===== src/rtl/bcw_pkg.sv =====
package bcw_pkg;
  typedef enum logic {
    ST_IDLE   = 1'b0,
    ST_TIMING = 1'b1
  } bcw_state_e;
endpackage


===== src/rtl/bcw_prescaler.sv =====
module bcw_prescaler #(
  parameter int unsigned DIV = 8
) (
  input  logic clk,
  input  logic rst_n,
  input  logic clear,
  input  logic run,
  output logic wrap
);
  localparam int unsigned PW = (DIV > 1) ? $clog2(DIV) : 1;
  localparam logic [PW-1:0] LAST = PW'(DIV - 1);

  logic [PW-1:0] phase_q;

  assign wrap = run && (phase_q == LAST);

  always_ff @(posedge clk or negedge rst_n) begin
    if (!rst_n)      phase_q <= '0;
    else if (clear)  phase_q <= '0;
    else if (run)    phase_q <= wrap ? '0 : phase_q + PW'(1);
  end


  phase_range_chk: assert property (@(posedge clk) disable iff (!rst_n)
    phase_q <= LAST);


  phase_restart_chk: assert property (@(posedge clk) disable iff (!rst_n)
    wrap |=> (phase_q == '0));
endmodule


===== src/rtl/bcw_tick_counter.sv =====
module bcw_tick_counter #(
  parameter int unsigned W = 8
) (
  input  logic         clk,
  input  logic         rst_n,
  input  logic         clear,
  input  logic         inc,
  output logic [W-1:0] ticks
);
  logic [W-1:0] ticks_q;

  assign ticks = ticks_q;

  always_ff @(posedge clk or negedge rst_n) begin
    if (!rst_n)     ticks_q <= '0;
    else if (clear) ticks_q <= '0;
    else if (inc)   ticks_q <= ticks_q + W'(1);
  end


  tick_no_wrap_chk: assert property (@(posedge clk) disable iff (!rst_n)
    (inc && !clear) |-> (ticks_q != {W{1'b1}}));
endmodule


===== src/rtl/bus_cycle_watchdog.sv =====
module bus_cycle_watchdog #(
  parameter int unsigned DIV = 8,
  parameter int unsigned W   = 8
) (
  input  logic         clk,
  input  logic         rst_n,
  input  logic         xfer_start,
  input  logic         xfer_ack,
  input  logic         burst_active,
  input  logic         mon_en,
  input  logic [W-1:0] timeout_sel,
  input  logic         freeze,
  input  logic         dbg_pend,
  output logic         xfer_err
);
  import bcw_pkg::*;

  bcw_state_e   state_q;
  logic         busy;
  logic         active;
  logic         restart;
  logic         terminal;
  logic         wrap;
  logic [W-1:0] ticks;
  logic [W-1:0] lim_m1;
  logic         err_q;

  assign busy     = (state_q == ST_TIMING);
  assign active   = mon_en | freeze | dbg_pend;
  assign lim_m1   = timeout_sel - W'(1);
  assign restart  = xfer_start | (busy & xfer_ack & burst_active);
  assign terminal = busy && wrap && (ticks == lim_m1) && !xfer_ack && !xfer_start;

  bcw_prescaler #(.DIV(DIV)) u_presc (
    .clk   (clk),
    .rst_n (rst_n),
    .clear (restart),
    .run   (busy),
    .wrap  (wrap)
  );

  bcw_tick_counter #(.W(W)) u_ticks (
    .clk   (clk),
    .rst_n (rst_n),
    .clear (restart | terminal),
    .inc   (wrap),
    .ticks (ticks)
  );

  always_ff @(posedge clk or negedge rst_n) begin
    if (!rst_n) begin
      state_q <= ST_IDLE;
    end else if (xfer_start) begin
      state_q <= ST_TIMING;
    end else if (busy) begin
      if (xfer_ack && !burst_active) state_q <= ST_IDLE;
      else if (terminal)             state_q <= ST_IDLE;
    end
  end

  always_ff @(posedge clk or negedge rst_n) begin
    if (!rst_n) err_q <= 1'b0;
    else        err_q <= terminal & active;
  end

  assign xfer_err = err_q;


  err_pulse_chk: assert property (@(posedge clk) disable iff (!rst_n)
    xfer_err |=> !xfer_err);


  idle_after_err_chk: assert property (@(posedge clk) disable iff (!rst_n)
    xfer_err |-> (state_q == ST_IDLE));


  ack_wins_chk: assert property (@(posedge clk) disable iff (!rst_n)
    xfer_err |-> !$past(xfer_ack));


  err_needs_active_chk: assert property (@(posedge clk) disable iff (!rst_n)
    xfer_err |-> $past(mon_en | freeze | dbg_pend));


  always_comb begin
    if (!rst_n) begin
      reset_quiet_chk: assert (!err_q);
    end
  end
endmodule


===== config.mk =====
export PLATFORM = sky130hd
export DESIGN_NAME = bus_cycle_watchdog
export DESIGN_NICKNAME = d
export VERILOG_FILES = /design/src/rtl/bcw_pkg.sv /design/src/rtl/bcw_prescaler.sv /design/src/rtl/bcw_tick_counter.sv /design/src/rtl/bus_cycle_watchdog.sv
export SDC_FILE = /design/constraint.sdc
export NUM_CORES = 1
export LEC_CHECK = 0
export ABC_AREA = 1
export BUFFER_PORTS_ARGS = -buffer_cell sky130_fd_sc_hd__clkbuf_2
export CELL_PAD_IN_SITES_DETAIL_PLACEMENT = 0
export CELL_PAD_IN_SITES_GLOBAL_PLACEMENT = 2
export CORE_MARGIN = 2
export CORE_UTILIZATION = 25
export CTS_CLUSTER_DIAMETER = 60
export DETAILED_ROUTE_END_ITERATION = 6
export PLACE_DENSITY = 0.66
export SYNTH_ARGS = -nofsm -noshare
export SYNTH_HDL_FRONTEND = slang
export SYNTH_HIERARCHICAL = 1
export SYNTH_SLANG_ARGS = --single-unit

===== constraint.sdc =====
create_clock -name clk -period 2.11 [get_ports clk]
set_input_delay 0.3165 -clock clk [delete_from_list [all_inputs] [get_ports clk]]
set_output_delay 0.3165 -clock clk [all_outputs]
set_load 0.01 [all_outputs]

## Yosys cells after proc, flatten, opt, wreduce, memory -nomap -nowiden

Cells that the tools add are included.

- Register bits: 13

- Equal/unequal tests: 2
- Bitwise gates (word level): 7
- Mux-type cells: 9
- Reduce and logical (&&, ||, !) cells: 11
- Add/sub/neg operators: 3

Operators with widths:

| cell | number |
|---|---|
| two-way mux 8 bit | 2 |
| two-way mux 3 bit | 3 |
| adder 8 x 1 -> 8 bit (second input constant) | 1 |
| == test 8 bit | 1 |
| subtractor 8 x 1 -> 8 bit (second input constant) | 1 |
| logical AND 1 bit | 6 |
| two-way mux 1 bit | 4 |
| OR 1 bit | 4 |
| nonzero test 2 bit | 2 |
| adder 3 x 1 -> 3 bit (second input constant) | 1 |
| bitwise AND 1 bit | 3 |
| == test 3 bit (second input constant) | 1 |
| zero test 1 bit | 3 |

## Depth between registers and ports, before layout

Gate-level depths: netlist of the first run.

- Depth after elaboration: 10
- Mapped depth: 17
- Depth with buffers taken out: 17

## Modules after synthesis

Netlist of the first run, hierarchy kept.

By module, submodules not included:

| module | cells each | area an instance (um2) | instances | sequential area each (um2) |
|---|---|---|---|---|
| bcw_tick_counter | 60 | 473.0 | 1 | 200.2 |
| bus_cycle_watchdog | 93 | 460.4 | 1 | 50.0 |
| bcw_prescaler | 25 | 177.7 | 1 | 75.1 |

## Least setup slack after synthesis of the first run

No wires, ideal clock.

- Path type: register to register
- Start: register u_presc.phase_q[0]
- End: register u_ticks.ticks_q[5] (netlist: u_ticks/ticks[5])
- Clock period less this slack: 1.832 ns
- Arrival time: 1.718 ns
- Stages on the path, launching flop included: 16
- Buffers on the path: 0
- Setup slack: 0.278 ns
- Setup time: 0.114 ns
- Cell sequence: dfrtp_1 > ha_1 > ha_1 > nand2_1 > inv_1 > nand3_1 > nor2_1 > nand2_1 > nor2_2 > nand3_2 > nand2_1 > nor2_2 > nor2_4 > nand3b_1 > nand2_1 > nor2_1

- Word-level cells in the longest chain between the ends: 8
- Elaborated cells on any way between the ends: 9
- Classes of those cells: 1 x eq/ne; 1 x mux; 1 x bitwise; 6 x reduce/logical

Ends and longest elaborated chain:

| item | line | text |
|---|---|---|
| start: declaration | bcw_prescaler.sv:13 | `logic [PW-1:0] phase_q;` |
| start signal: assignment | bcw_prescaler.sv:20 | `else if (run) phase_q <= wrap ? '0 : phase_q + PW'(1);` |
| == test 3 bit (*) | bcw_prescaler.sv:15 | `assign wrap = run && (phase_q == LAST);` |
| logical AND 1 bit (*) | bcw_prescaler.sv:15 |  |
| net wrap | bus_cycle_watchdog.sv:23 | `logic wrap;` |
| logical AND 1 bit (4 in series) | bus_cycle_watchdog.sv:32 | `assign terminal = busy && wrap && (ticks == lim_m1) && !xfer_ack && !xfer_start;` |
| OR 1 bit | bus_cycle_watchdog.sv:45 | `.clear (restart \| terminal),` |
| two-way mux 8 bit / nonzero test 2 bit (equally long branches) | -- |  |
| end signal: assignment | bcw_tick_counter.sv:17 | `else if (inc) ticks_q <= ticks_q + W'(1);` |
| end: declaration | bcw_tick_counter.sv:10 | `logic [W-1:0] ticks_q;` |

Mark *: on every way through the listed nets, which the timed path passes. The rest lies on a longest branch.
A chain may end at the register's enable or synchronous reset.

## Worst setup path in the final report of the first run

- Start: register u_presc.phase_q[0]
- End: register u_ticks.ticks_q[4] (netlist: u_ticks/ticks[4])

Same word-level chain as after synthesis.

==> flow_summary.json, run 1 <==
{
  "path_max_fanout": 8,
  "setup_viol": 0,
  "grt_pass1_vias": 1081,
  "syn_inst": 178,
  "reg2reg_setup_slack_ps": 150,
  "ios": 17,
  "clock_latency_ps": 250,
  "die_area_um2": 4994,
  "max-slew-margin-rel": 0.7533,
  "syn_area_per_cell_um2": 6.242,
  "ys_ff_latch": 13,
  "outcome": "finished clean",
  "p_comb_frac": 0.182,
  "drt_first_iter_violations": 23,
  "rsz0062_at_grt": "false",
  "endpoint_kind": "flip-flop",
  "start_util": 0.2569,
  "die_x_um": 70.67,
  "via_per_inst": 4.268,
  "synth_area_um2": 1111,
  "routedWlPerCell_um": 10.67,
  "placed_area_um2": 1286,
  "fin_nets": 226,
  "p_switching_mw": 0.1737,
  "antenna_found_initial": 0,
  "worst_pin_slew_ps": 370.1,
  "drc": 0,
  "design_area_um2": 1396,
  "track_usage": 0.1149,
  "p_leak_nw": 0.7142,
  "syn2layout_area_growth_pct": 25.68,
  "place_congestion": 0.7700,
  "yosys.cell_types.count": 23,
  "cap_violations": 0,
  "multi_input_area_um2": 683.2,
  "grt_pass1_wl_um": 4567,
  "crit_required_ps": 2230,
  "timing.setup.tns_ps": 0,
  "arrival_ps": 2090,
  "register_area_um2": 325.3,
  "nFillCells": 488,
  "cpMaxStageDelayCell": "dfrtp_1",
  "port_buffers": 16,
  "syn_nets": 198,
  "ant_nets": 0,
  "swShare": 0.2859,
  "synth_seq_area_share": 0.2928,
  "drv_slew": 0,
  "path_cells": "ha_2 -> ha_4 -> nand2_1 -> inv_1 -> nand3_2 -> nor2_1 -> nand2_1 -> nor2_2 -> nand3_2 -> nand2_2 -> inv_2 -> buf_4 -> nand4_1 -> o21ai_0",
  "hold_violations": 0,
  "max_stage_delay_ps": 380,
  "hpwl_um": 2235,
  "start_kind": "flip-flop",
  "first_pass_iters": 4,
  "drive_gt1_frac": 0.2439,
  "yosys_warnings": 6,
  "gr-total-overflow": 0,
  "htreeDepth": 1,
  "clkSlewWorstSetupHoldPaths_ps": 60,
  "clockBufferDepth": 2,
  "min_period_over_period": 0.9307,
  "fin_skew_ps": 3.856,
  "hold_class": "in2reg",
  "internal_power_mw": 0.4339,
  "grt_max_degree": 14,
  "cts_root_buf": "clkbuf_8",
  "via_count": 1097,
  "p_seq_frac": 0.431,
  "num_rows": 24,
  "diodes": 0,
  "die_height_um": 70.67,
  "clock.fmax_mhz": 509.2,
  "fin_crit_ps": 1964,
  "cts_inserted_buffers": 3,
  "postRouteWirelength_um": 2743,
  "core_um2": 4324,
  "pwr-share-clk": 0.387,
  "cts_tree": "done",
  "p_per_area_nw_per_um2": 435.2,
  "critPathKind": "reg2reg",
  "clock_sinks": 13,
  "irDropWorstVdd_uv": 216.1
}
[routing by layer]
layer	global-route usage	wire length, µm	vias to the layer above
li1	-	-	598
met1	0.1328	1298	481
met2	0.2075	1326	16
met3	0.02422	93	2
met4	0.04403	25	0
met5	0	0	-
[state kept, by name, summed over array words and instances (netlist names)]
signal,count
u_presc/phase_q,3
u_ticks/ticks,8
busy,1
xfer_err,1
[power by group through the flow]
stage | combinational (mW) | sequential, mW | clock, mW
finish | 0.111 | 0.262 | 0.235
global route | 0.127 | 0.263 | 0.250
CTS | 0.106 | 0.261 | 0.241
detailed placement | 0.105 | 0.266 | 0
global placement | 0.104 | 0.265 | 0
floorplan | 0.0617 | 0.264 | 0
[critical path: cells and delay by family, from the launching register on]
kind,cells,cell delay (ps)
AO/OA/AOI/OAI,1,100
adder cells (fa/ha/maj),2,340
buffers and inverters,3,310
flip-flops,1,380
AND/OR/NAND/NOR,8,700
[per-stage QoR]
| stage | power (mW) | utilization | hold WS [ps] | instances | worst slack [ps] |
|---|---|---|---|---|---|
| floorplan | 0.3260 | - | 20.91 | 178 | 277.6 |
| global placement | 0.3694 | 0.2975 | 250.0 | 250 | 64.94 |
| detailed placement | 0.3704 | 0.2975 | 247.0 | 250 | 39.38 |
| CTS | 0.6090 | 0.3102 | 298.6 | 255 | 38.59 |
| global route | 0.6404 | 0.3229 | 302.9 | 257 | 17.45 |
| finish | 0.6077 | 0.3229 | 296.6 | 257 | 146.2 |
[cell usage after synthesis]
master / n / area (µm²)
o21ai_0: 2 / 10.01
inv_2: 5 / 18.77
clkinv_1: 1 / 3.750
nor2_2: 5 / 31.28
nand3_1: 12 / 60.06
o21ai_1: 2 / 10.01
xnor2_1: 2 / 17.52
nand4_1: 4 / 25.02
buf_4: 2 / 15.01
ha_1: 4 / 50.05
nand2_1: 55 / 206.5
nand3b_1: 1 / 7.510
nand3_2: 4 / 40.04
a31oi_1: 1 / 6.260
inv_1: 28 / 105.1
nor2_1: 25 / 93.84
nor3_1: 1 / 5.000
a21boi_0: 1 / 7.510
nor2_4: 2 / 22.52
a21oi_1: 4 / 20.02
xor2_1: 2 / 17.52
dfrtp_1: 13 / 325.3
nand2_2: 2 / 12.51
[logic make-up after synthesis]
| kind of cell | Yosys count | synth area share |
|---|---|---|
| compound gates | 10 | 0.04843 |
| xor+xnor | 4 | 0.03154 |
| fa+ha+maj | 4 | 0.04505 |
| flops | 13 | 0.2928 |
| simple gates | 111 | 0.4538 |
| buf+inv | 36 | 0.1284 |
[final cells by class]
| class | instances | area share |
|---|---|---|
| Multi-Input combinational cell | 129 | 0.4892 |
| Sequential cell | 13 | 0.2330 |
| Timing Repair Buffer | 25 | 0.1075 |
| Inverter | 34 | 0.09140 |
| Clock buffer | 4 | 0.03226 |
| Tap cell | 52 | 0.04659 |
[worst paths after layout]
path                                                startpoint                              to  depth (start not counted)
worst min-delay path                                  dbg_pend              xfer_err$_DFF_PN0_                          3
max in group asynchronous                                rst_n    u_ticks/ticks[6]$_DFFE_PN0P_                          2
min in group asynchronous                                rst_n    u_ticks/ticks[7]$_DFFE_PN0P_                          2
worst max register to register  u_presc/phase_q[0]$_DFFE_PN0P_    u_ticks/ticks[4]$_DFFE_PN0P_                         14
worst max-delay path            u_presc/phase_q[0]$_DFFE_PN0P_    u_ticks/ticks[4]$_DFFE_PN0P_                         14
worst min register to register  u_presc/phase_q[1]$_DFFE_PN0P_  u_presc/phase_q[1]$_DFFE_PN0P_                          2
[timing repair]
item                       in CTS  in global routing
buffers inserted                0                  2
setup endpoints to repair       0                  8
hold buffers                    1                  0
hold endpoints to repair       13                  0
gates resized for setup         0                  9
[layout by cell type, fill, tap and decap left out]
master          n
clkbuf_2       16
o21ai_1         2
nand3_2         5
a21boi_0        1
o21ai_0         2
nand2_2         2
inv_2           5
nor2_2          4
nor2_1         24
inv_1          28
nand3_1        11
xnor2_1         2
xor2_1          2
buf_4           8
nand2_1        54
nand4_1         4
dfrtp_1        13
clkinv_1        1
ha_1            2
nor3_1          1
nor2_4          4
nand3b_1        1
nand2_4         1
dlygate4sd3_1   1
clkbuf_8        3
clkbuf_1        1
ha_2            1
a21oi_1         4
a31oi_1         1
ha_4            1
Power figures use the tool's default switching activity.
==> run 2: changes to the inputs <==
--- a/config.mk
+++ b/config.mk
@@ -5,7 +5,7 @@
 export SDC_FILE = /design/constraint.sdc
 export NUM_CORES = 1
 export LEC_CHECK = 0
-export ABC_AREA = 1
+export ABC_AREA = 0
 export BUFFER_PORTS_ARGS = -buffer_cell sky130_fd_sc_hd__clkbuf_2
 export CELL_PAD_IN_SITES_DETAIL_PLACEMENT = 0
 export CELL_PAD_IN_SITES_GLOBAL_PLACEMENT = 2
@@ -13,7 +13,7 @@
 export CORE_UTILIZATION = 25
 export CTS_CLUSTER_DIAMETER = 60
 export DETAILED_ROUTE_END_ITERATION = 6
-export PLACE_DENSITY = 0.66
+export PLACE_DENSITY = 0.59
 export SYNTH_ARGS = -nofsm -noshare
 export SYNTH_HDL_FRONTEND = slang
 export SYNTH_HIERARCHICAL = 1
==> run 2 against run 1 <==
The flow now finishes with violations (setup timing). Clock power is essentially flat. Flip-flop and latch count did not move. Highest routed layer unchanged. First-iteration DRC count shrank 4.3%. Clock skew is 4.3 ps higher. Utilization is 3.9 points higher. Combinational power about the same. Clock-buffer cell count is 1 lower. Critical path type unchanged. Final cell count shrank 27%. Global-route usage down 0.082 points. Setup slack got worse by 200 ps. Non-clock buffer count rose by 15. Area after synthesis is 15% lower.
==> flow_summary.json, run 2 <==
{
  "outcome": "complete, but fails checks",
  "violations": "setup timing",
  "grt_pass1_vias": 824,
  "min_period_over_period": 1.026,
  "worst_pin_slew_ps": 379.6,
  "p_seq_frac": 0.428,
  "synth_top_cell_area_share": 0.3439,
  "path_cells": "ha_2 -> ha_4 -> and2_4 -> nand4_1 -> nor4_2 -> o211ai_1 -> or2b_1 -> o2111ai_4 -> or3_1 -> a21oi_2",
  "num_rows": 22,
  "cp-endpoint": "u_ticks/ticks[7]$_DFFE_PN0P_",
  "internal_power_mw": 0.4443,
  "diodes": 0,
  "hold_slack_ps": 282.4,
  "pwr-share-clk": 0.386,
  "fin_skew_ps": 8.149,
  "setup_viol": 3,
  "syn_nets": 119,
  "arrival_ps": 2340,
  "postSynth.asyncResetShare": 1.000,
  "rr_startpoint": "u_presc/phase_q[0]$_DFFE_PN0P_",
  "cp_num_cells": 10,
  "synth_area_um2": 945.9,
  "gr-total-overflow": 0,
  "path_delay_family": "simple AND/OR/NAND/NOR gates",
  "place_ws_ps": -266.8,
  "hpwl_um": 1746,
  "syn2layout_area_growth_pct": 40.21,
  "nFillCells": 398,
  "antenna_found_initial": 0,
  "via_count": 839,
  "synth_flop_cell": "dfrtp_1",
  "syn_inst": 99,
  "ios": 17,
  "postRouteWirelength_um": 2207,
  "crit_required_ps": 2290,
  "via_per_inst": 4.487,
  "regToRegEndpoint": "u_ticks/ticks[7]$_DFFE_PN0P_",
  "min_from": "dbg_pend",
  "swShare": 0.2673,
  "die_area_um2": 4292,
  "htreeDepth": 1,
  "yosys.cell_types.count": 34,
  "place_congestion": 0.7424,
  "p_per_area_nw_per_um2": 457.2,
  "clock_latency_ps": 250,
  "path_buf_inv": 0,
  "critPathKind": "reg2reg",
  "clkSlewWorstSetupHoldPaths_ps": 70,
  "yosys_warnings": 6,
  "finalNonFillerCells": 187,
  "p_leak_nw": 0.5952,
  "cap_violations": 0,
  "fin_ws_ps": -55.90,
  "drive_gt1_frac": 0.3957,
  "timing.setup.tns_ps": -119.8,
  "p_comb_frac": 0.186,
  "synth_commonest_cells": "13 x dfrtp_1, 13 x nor2_1, 8 x xnor2_1",
  "reg2reg_setup_slack_ps": -60,
  "synth_seq_area_share": 0.3439,
  "start_kind": "flip-flop",
  "hold_violations": 0,
  "max_stage_delay_ps": 350,
  "yosysTopAreaCell": "dfrtp_1",
  "synth-edff-count": 0,
  "p_switching_mw": 0.1621,
  "drc": 0,
  "cts_root_buf": "clkbuf_8",
  "max-slew-margin-rel": 0.7470,
  "worstRegToRegCells": 10,
  "largest_reg_flops": 8,
  "endpoint_kind": "flip-flop",
  "clock_sinks": 13,
  "grt_pass1_wl_um": 3719,
  "drt_first_iter_violations": 22,
  "clockBufferDepth": 2,
  "port_buffers": 16,
  "irDropWorstVdd_uv": 278.5,
  "first_pass_iters": 4,
  "clock.fmax_mhz": 461.7,
  "crit_start": "u_presc/phase_q[0]$_DFFE_PN0P_",
  "drv_slew": 0,
  "core_um2": 3661,
  "die_height_um": 65.51,
  "final_cell_mix": "23 x buf_4, 16 x clkbuf_2, 13 x nor2_1, 13 x dfrtp_1",
  "synthTopCellsByArea": "dfrtp_1 34%, xnor2_1 7.4%, xor2_1 6.5%, ha_1 5.3%, nor2_1 5.2%",
  "path_max_fanout": 5,
  "ys_ff_latch": 13,
  "fin_nets": 160,
  "track_usage": 0.1140,
  "cts_tree": "done",
  "start_util": 0.2584,
  "dp_cells": 179,
  "die_x_um": 65.51,
  "fin_crit_ps": 2166,
  "routedWlPerCell_um": 11.80,
  "final_common_cell": "buf_4",
  "total_power_mw": 0.6064,
  "rsz0062_at_grt": "true",
  "cpMaxStageDelayCell": "dfrtp_1",
  "hold_class": "in2reg",
  "grt_max_degree": 14,
  "ant_nets": 0,
  "syn_area_per_cell_um2": 9.555,
  "cts_inserted_buffers": 3
}
run 2: cell count changes in the layout (fill, tap and decap cells not counted), moves of 4 or more:
cell | previous run | this run
xor2_1 | 2 | 7
nor2_2 | 4 | 0
nand2_1 | 54 | 5
nor2_4 | 4 | 0
xnor2_1 | 2 | 7
nand3_2 | 5 | 0
inv_2 | 5 | 0
nand3_1 | 11 | 2
nor2_1 | 24 | 13
inv_1 | 28 | 3
buf_4 | 8 | 23
run 2: layout make-up:
| class | instances | area, µm² | area share |
|---|---|---|---|
| Multi-Input combinational cell | 79 | 620.6 | 0.4679 |
| Sequential cell | 13 | 325.3 | 0.2453 |
| Timing Repair Buffer | 40 | 262.8 | 0.1981 |
| Tap cell | 48 | 60.06 | 0.04528 |
| Clock buffer | 3 | 41.29 | 0.03113 |
| Inverter | 3 | 11.26 | 0.008491 |
| Clock inverter | 1 | 5.005 | 0.003774 |
run 2: cell families (layout without fill, tap and decap cells):
group / Yosys count / count (layout) / synth area share
DFF: 13 / 13 / 0.3439
muxes: 3 / 3 / 0.03175
and+or+nand+nor: 40 / 40 / 0.2421
buffers and inverters: 7 / 47 / 0.05158
xor gates and xnor gates: 15 / 15 / 0.1389
AOI/OAI and AO/OA: 17 / 17 / 0.1389
adders and majority gates: 4 / 4 / 0.05291
run 2: worst reg2reg max path, delay by kind of cell, from the launching register on:
kind / cells / cell delay (ps)
AND/OR/NAND/NOR: 5 / 1010
AO/OA/AOI/OAI: 3 / 430
flip-flops: 1 / 350
adder cells (fa/ha/maj): 2 / 320
run 2: how the worst min path moves through the flow:
stage,to,slack (ps),cells after the start
2_1_floorplan,busy$_DFF_PN0_,20,0
3_3_place_gp,busy$_DFF_PN0_,250,1
3_5_place_dp,busy$_DFF_PN0_,260,1
4_1_cts,xfer_err$_DFF_PN0_,280,3
5_1_grt,busy$_DFF_PN0_,310,2
6_report,xfer_err$_DFF_PN0_,280,3
run 2: power groups by stage:
stage	clock network, mW	logic, mW	registers, mW
floorplan	0	0.0580	0.264
global placement	0	0.107	0.264
detailed placement	0	0.107	0.264
CTS	0.242	0.115	0.259
global route	0.258	0.126	0.260
finish	0.234	0.113	0.260
run 2: per-layer routing:
metal | track usage | up-vias | share of wire | wire length [µm]
met5 | 0 | - | 0 | 0
met3 | 0.02226 | 2 | 0.026 | 57
met1 | 0.1525 | 397 | 0.47 | 1043
li1 | - | 432 | - | -
met4 | 0.03125 | 0 | 0.0077 | 17
met2 | 0.1875 | 8 | 0.49 | 1089
run 2: per-stage QoR:
step                utilization  cell area [µm²]
floorplan                     -            980.9
CTS                      0.3612             1323
global route             0.3623             1326
detailed placement       0.3360             1230
finish                   0.3623             1326
global placement         0.3360             1230
run 2: repair_timing:
item	CTS	global route
cloned	0	0
gates resized for setup	2	1
hold buffers	1	0
hold endpoints to repair	13	0
pin swaps	4	3
buffers inserted	3	0
setup endpoints to repair	3	3
